**src/rtl/swk_pkg.sv**
```systemverilog
package swk_pkg;
  typedef enum logic [1:0] {
    ST_RUN   = 2'd0,
    ST_STOP  = 2'd1,
    ST_RECOV = 2'd2
  } swk_state_e;

  localparam int FLAG_STOP = 0;
  localparam int FLAG_WDT  = 1;
  localparam int FLAG_EXT  = 2;
  localparam int NUM_FLAGS = 3;
endpackage

```
**src/rtl/swk_sync.sv**
```systemverilog
// Multi-stage synchronizer for asynchronous pin inputs.
module swk_sync #(
  parameter int W      = 1,
  parameter int STAGES = 2,
  parameter logic [W-1:0] RST_VAL = '0
) (
  input  logic         clk,
  input  logic         rst,
  input  logic [W-1:0] d,
  output logic [W-1:0] q
);
  logic [W-1:0] stg [STAGES];

  always_ff @(posedge clk) begin
    if (rst) begin
      for (int k = 0; k < STAGES; k++) stg[k] <= RST_VAL;
    end else begin
      stg[0] <= d;
      for (int k = 1; k < STAGES; k++) stg[k] <= stg[k-1];
    end
  end

  assign q = stg[STAGES-1];
endmodule

```
**src/rtl/swk_pin_filter.sv**
```systemverilog
// Per-pin change detector with a minimum stable width.
module swk_pin_filter #(
  parameter int FILT_CYC = 3
) (
  input  logic clk,
  input  logic rst,
  input  logic arm,
  input  logic en,
  input  logic lvl,
  output logic hit
);
  localparam int CW = (FILT_CYC > 1) ? $clog2(FILT_CYC) : 1;
  localparam logic [CW-1:0] LAST = CW'(FILT_CYC - 1);

  logic          base_q;
  logic [CW-1:0] cnt_q;
  logic          diff;

  assign diff = arm & en & (lvl != base_q);
  assign hit  = diff && (cnt_q == LAST);

  always_ff @(posedge clk) begin
    if (rst) begin
      base_q <= 1'b0;
      cnt_q  <= '0;
    end else if (!arm) begin
      base_q <= lvl;
      cnt_q  <= '0;
    end else if (!diff) begin
      cnt_q  <= '0;
    end else if (cnt_q != LAST) begin
      cnt_q  <= cnt_q + 1'b1;
    end
  end
endmodule

```
**src/rtl/swk_recov_timer.sv**
```systemverilog
// Recovery delay counter: done after RECOV_CYC cycles of run.
module swk_recov_timer #(
  parameter int RECOV_CYC = 8
) (
  input  logic clk,
  input  logic rst,
  input  logic load,
  input  logic run,
  output logic done
);
  localparam int CW = $clog2(RECOV_CYC + 1);

  logic [CW-1:0] cnt_q;

  assign done = run && (cnt_q == '0);

  always_ff @(posedge clk) begin
    if (rst)                      cnt_q <= '0;
    else if (load)                cnt_q <= CW'(RECOV_CYC - 1);
    else if (run && cnt_q != '0)  cnt_q <= cnt_q - 1'b1;
  end
endmodule

```
**src/rtl/stop_wake_ctrl.sv**
```systemverilog
module stop_wake_ctrl
  import swk_pkg::*;
#(
  parameter int NUM_PINS    = 4,
  parameter int SYNC_STAGES = 2,
  parameter int FILT_CYC    = 3,
  parameter int RECOV_CYC   = 8
) (
  input  logic                clk,
  input  logic                rst,
  input  logic                stop_req,
  input  logic [NUM_PINS-1:0] wake_en,
  input  logic [NUM_PINS-1:0] pin_in,
  input  logic                ext_rst_pin,
  input  logic                dbg_pin_n,
  input  logic                wdt_timeout,
  input  logic                wdt_irq_mode,
  input  logic                irq_global_en,
  input  logic                flag_clr_we,
  input  logic [2:0]          flag_clr_mask,
  output logic                stopped,
  output logic                cpu_wake,
  output logic                sys_reset,
  output logic                wdt_irq,
  output logic [NUM_PINS-1:0] port_in,
  output logic                flag_stop,
  output logic                flag_wdt,
  output logic                flag_ext
);
  localparam int SW = NUM_PINS + 2;
  localparam logic [SW-1:0] SYNC_RST = {1'b1, 1'b0, {NUM_PINS{1'b0}}};

  swk_state_e          state_q;
  logic [SW-1:0]       sync_q;
  logic [NUM_PINS-1:0] s_pin;
  logic                s_ext;
  logic                s_dbg_n;
  logic [NUM_PINS-1:0] hit_vec;
  logic                any_hit;
  logic                arm_stop;
  logic                rst_src;
  logic                wake_go;
  logic                recov_run;
  logic                recov_done;
  logic                irq_pend_q;

  swk_sync #(
    .W      (SW),
    .STAGES (SYNC_STAGES),
    .RST_VAL(SYNC_RST)
  ) u_sync (
    .clk(clk),
    .rst(rst),
    .d  ({dbg_pin_n, ext_rst_pin, pin_in}),
    .q  (sync_q)
  );

  assign s_pin   = sync_q[NUM_PINS-1:0];
  assign s_ext   = sync_q[NUM_PINS];
  assign s_dbg_n = sync_q[NUM_PINS+1];

  assign arm_stop = (state_q == ST_STOP);

  for (genvar g = 0; g < NUM_PINS; g++) begin : g_filt
    swk_pin_filter #(.FILT_CYC(FILT_CYC)) u_filt (
      .clk(clk),
      .rst(rst),
      .arm(arm_stop),
      .en (wake_en[g]),
      .lvl(s_pin[g]),
      .hit(hit_vec[g])
    );
  end

  assign any_hit   = |hit_vec;
  assign rst_src   = s_ext | ~s_dbg_n;
  assign wake_go   = arm_stop && !rst_src && (wdt_timeout || any_hit);
  assign recov_run = (state_q == ST_RECOV) && !rst_src;

  swk_recov_timer #(.RECOV_CYC(RECOV_CYC)) u_timer (
    .clk (clk),
    .rst (rst),
    .load(wake_go),
    .run (recov_run),
    .done(recov_done)
  );

  assign stopped = (state_q != ST_RUN);

  always_ff @(posedge clk) begin
    if (rst) begin
      state_q    <= ST_RUN;
      cpu_wake   <= 1'b0;
      sys_reset  <= 1'b0;
      wdt_irq    <= 1'b0;
      port_in    <= '0;
      flag_stop  <= 1'b0;
      flag_wdt   <= 1'b0;
      flag_ext   <= 1'b0;
      irq_pend_q <= 1'b0;
    end else begin
      cpu_wake  <= 1'b0;
      sys_reset <= 1'b0;
      wdt_irq   <= 1'b0;

      // software clears first; hardware sets below take precedence
      if (flag_clr_we) begin
        if (flag_clr_mask[FLAG_STOP]) flag_stop <= 1'b0;
        if (flag_clr_mask[FLAG_WDT])  flag_wdt  <= 1'b0;
        if (flag_clr_mask[FLAG_EXT])  flag_ext  <= 1'b0;
      end

      unique case (state_q)
        ST_RUN: begin
          port_in <= s_pin;
          if (stop_req) state_q <= ST_STOP;
        end
        ST_STOP: begin
          if (rst_src) begin
            state_q   <= ST_RUN;
            sys_reset <= 1'b1;
            flag_stop <= 1'b0;
            flag_ext  <= 1'b1;
          end else if (wdt_timeout) begin
            state_q    <= ST_RECOV;
            flag_stop  <= 1'b1;
            flag_wdt   <= 1'b1;
            irq_pend_q <= wdt_irq_mode;
          end else if (any_hit) begin
            state_q    <= ST_RECOV;
            flag_stop  <= 1'b1;
            irq_pend_q <= 1'b0;
          end
        end
        ST_RECOV: begin
          if (rst_src) begin
            state_q    <= ST_RUN;
            sys_reset  <= 1'b1;
            flag_stop  <= 1'b0;
            flag_ext   <= 1'b1;
            irq_pend_q <= 1'b0;
          end else if (recov_done) begin
            state_q    <= ST_RUN;
            cpu_wake   <= 1'b1;
            wdt_irq    <= irq_pend_q & irq_global_en;
            port_in    <= s_pin;
            irq_pend_q <= 1'b0;
          end
        end
        default: state_q <= ST_RUN;
      endcase
    end
  end
endmodule

```
**config.mk**
```make
export PLATFORM = sky130hd
export DESIGN_NAME = stop_wake_ctrl
export DESIGN_NICKNAME = d
export VERILOG_FILES = /design/src/rtl/swk_pkg.sv /design/src/rtl/swk_sync.sv /design/src/rtl/swk_pin_filter.sv /design/src/rtl/swk_recov_timer.sv /design/src/rtl/stop_wake_ctrl.sv
export SDC_FILE = /design/constraint.sdc
export NUM_CORES = 1
export LEC_CHECK = 0
export BUFFER_PORTS_ARGS = -buffer_cell sky130_fd_sc_hd__buf_4
export CAP_MARGIN = 15
export CORE_UTILIZATION = 34
export DETAILED_ROUTE_END_ITERATION = 16
export MAX_ROUTING_LAYER = met4
export PLACE_DENSITY = 0.61
export SLEW_MARGIN = 0
export SYNTH_ARGS = -nofsm -noshare
export SYNTH_HDL_FRONTEND = slang
export SYNTH_SLANG_ARGS = --single-unit
```
**constraint.sdc**
```tcl
create_clock -name clk -period 3.1 [get_ports clk]
set_clock_uncertainty 0.05 [all_clocks]
set_input_delay 0.62 -clock clk [delete_from_list [all_inputs] [get_ports clk]]
set_output_delay 0.62 -clock clk [all_outputs]
set_load 0.05 [all_outputs]
```
==> results.md <==
- Buffers inserted to repair hold after CTS numbered 0.
- The slowest stage of the critical path is the ha_1 cell.
- Counting instances, the worst hold path has a depth of 1.
- The highest ir drop seen on vdd is 0.348 mV.
- After synthesis, the most frequently instantiated cells are dfxtp_1 (41), nor2_1 (18), nand2_1 (16).
- For this configuration, the core starts out at a cell density of 35.7%.
- The count of inserted antenna diode cells is 0.
- The worst setup path is captured at a flip-flop.
- In this run the remaining antenna-violating nets after routing total 0.
- By instance count, the cell type seen most on the critical path is nand4_1.
- The measured slew at the worst slew-check pin is 0.596 ns.
- The count of cells in the finished layout, fillers not included, comes to 277.
- The data arrival time of the worst path is 2.10 ns.
- The multi-input combinational cells in the finished layout cover a total of 785 µm².
- The power per standard cell area is 661 mW/mm².
- In the final timing run, aggregate negative setup slack is 0 ns.
- In this run the tool buffered the top-level ports with 30 buffer cells.
- The via count of the first global-routing pass was 1086.
- The final global-route overflow total is 0.
- The net count of the mapped netlist is 207.
- The post-CTS setup buffer count is 0.
- The utilization after layout is 43.6%.
- For this block, the via count after detailed routing is 1217.
- The run finished with clean final reports.
- The number of sinks on the clock net is 41.
- The signal on the critical path passes through inv_1 -> ha_1 -> nand4_1 -> nand4_1 -> nand3_1 -> and3_1.
- Row generation in the floorplan step produced 25 rows.
- The min-delay analysis places its worst path in the category flip-flop to flip-flop.
- Of the cells placed in the final design, the portion with a size suffix greater than 1 is 20.5%.
- The fraction of synthesized cell area taken by the top area cell type is 48.3%.
- The core region is 0.00475 mm².
- The relative slew slack is 60.3%.
- In this run the static leakage power is 0.920 nW.
- The initial antenna violation count is 0.
- The count of fill cells added during filler insertion is 501.
- Sequential cells were found to cover 48.3% of the synthesized design area.
- From bottom edge to top edge, the die measures 72.7 µm.
- The worst setup path is of the flip-flop to flip-flop kind.
- Including well taps, the total number of placed cells is 269.
- For this block, the initial DRC count from the detailed router was 67.
- The vias per cell is 4.39.
- The largest incremental delay on the critical path is 0.54 ns.
- The setup violation total in the final timing report is 0.
- The worst path needs 1.97 ns of the cycle, external delays included.
- Buffers inserted during clock tree synthesis total 5.
- In the final routed layout, each cell accounts on average for 10.8 µm.
- The CTS tree is yes.
- The total track usage is 12.8%.
- The floorplan die width is 72.7 µm.
- The number of standard cells after synthesis is 178.
- The largest delay contributor family on the critical path is simple AND/OR/NAND/NOR gates.
- The async set-or-reset flop fraction in the synthesized netlist is 0%.
- The final layout contains 238 nets.
- Setup repair after global routing left no endpoint under its margin.
- In the final layout, flip-flops and latches occupy 821 µm².
- The biggest area contributor in the post-synthesis netlist is dfxtp_1.
- The synthesized design contains 41 register bits.
- Final hold analysis gives a worst-case slack of 0.361 ns.
- For this run, design rule violations remaining after detail routing come to 0.
- Clock latency on the worst-skew pair, taken at its later pin, is 0.29 ns.
- Summing internal, switching and leakage power gives 1.37 mW.
- The final weighted congestion in routability-driven placement is 0.748.
- No sink is reached through more buffers than the 2 on the longest clock path.
- The largest net degree at the start of global routing is 29.
- From synthesis to final layout, the design area changed by 21.9%.
- The count of flip-flops with a built-in enable after synthesis is 0.
- The critical path data required time is 3.23 ns.
- The number of max-slew violations in the final report is 0.
- The clock tree root driver cell is clkbuf_8.
- dfxtp_1 is the most common cell in the netlist.
- The first global-routing pass estimated 4.88 mm of wire.
- The number of gates resized after CTS was 0.
- For this run, the leading register cell type out of synthesis is dfxtp_1.
- Max-cap violations in this run came to 0.
- The worst path uses 63.4% of the clock period.
- The count of different cell masters after synthesis is 30.
- The critical path crosses 6 cells after its start point.
- The die outline area is 0.00528 mm².
- The routed design has 2.99 mm of wire.
- The iteration count of the initial detailed-routing pass is 4.
- The post-synth design cell area is 0.00170 mm².
- The H-tree was split into 2 levels.
- Counting both buffers and inverters, the worst setup path holds a total of 1.
- The kind of start point of the critical path is a flip-flop.
- The worst register-to-register path has a depth of 6.
- The average instance area after synthesis is 9.55 µm².
- Based on the critical path, the design can be clocked at up to 0.509 GHz.
- In this run the worst path has a maximum fanout of 15.
- By area the synthesized netlist is led by dfxtp_1 (48%), ha_1 (6.6%), mux2i_1 (5.3%).
- The total count of hold-check failures in the final report is 0.
- The detailed placement HPWL is 2.17 mm.
- The CTS clock-pin slew for the worst setup and hold paths is 0.08 ns.
- The Yosys step of the flow raised 0 warnings.
- In this run the count of I/O pins placed on the die edge is 31.
[sequential cells by signal, indices dropped and copies added, names as in the netlist]
signal / count
flag_wdt: 1
g_filt.u_filt.base_q: 4
flag_ext: 1
sys_reset: 1
u_sync.stg: 12
state_q: 2
flag_stop: 1
wdt_irq: 1
g_filt.u_filt.cnt_q: 8
irq_pend_q: 1
u_timer.cnt_q: 4
cpu_wake: 1
port_in: 4
[worst register-to-register path, cell delays in order (launching register included)]
cell and delay [ns]:
dfxtp_1 0.33, inv_1 0.08, ha_1 0.54, nand4_1 0.24, nand4_1 0.20, nand3_1 0.18, and3_1 0.25
[stage by stage]
step | setup WS (ns) | cell area [µm²]
finish | 1.13 | 2070
global route | 0.948 | 2070
CTS | 1.13 | 2070
detailed placement | 1.17 | 1960
global placement | 1.23 | 1960
floorplan | 1.43 | 1700
[final cells by class]
cell class,instances,area share (%)
well taps,67,4.05
flip-flops and latches,41,39.6
multi-input cells,119,37.9
clock inverters,2,1.87
inverters,12,2.18
repair buffers,30,10.9
clock buffers,6,3.50
[layout by cell type (no fill, tap or decap), drive strengths merged, types with 2 or more instances in the layout]
master  Yosys  routed
dfxtp      41      41
nand4       4       4
xnor2       2       2
and3        2       2
clkbuf      1       6
nand2      16      16
ha          9       9
a21oi      10      10
nand3       4       4
nor2       18      18
inv        12      12
nor2b      11      11
mux2i       9       9
xor2        9       9
nor3        9       9
buf         5      30
or2         2       2
o21ai       5       5
[routing by layer]
layer	up-vias	global-route usage (%)	part of all wire, %
met5	-	-	0
met4	0	6.54	2.0
met3	6	3.45	4.5
met2	29	18.9	43
met1	527	16.2	51
li1	655	-	-
[kinds of logic after synthesis]
group                      share of synthesized area (%)
AOI/OAI and AO/OA                                   8.98
xor gates and xnor gates                            5.67
adders and majority gates                           6.63
buffers and inverters                               5.52
DFF                                                 48.3
muxes                                               5.30
and+or+nand+nor                                     19.6
[worst paths after layout]
kind / slack [ns] / end / start
worst min-delay path: 0.36 / u_sync.stg[0][11] / u_sync.stg[0][5]
worst max register to register: 1.13 / u_timer.cnt_q[3] / state_q[1]
worst min register to register: 0.36 / u_sync.stg[0][11] / u_sync.stg[0][5]
worst max-delay path: 1.13 / u_timer.cnt_q[3] / state_q[1]
[where the power goes]
part / internal (mW) / switching, mW
clock network: 0.242 / 0.178
logic: 0.140 / 0.217
registers: 0.567 / 0.0246
No activity file was read; power rests on OpenSTA's default activity.
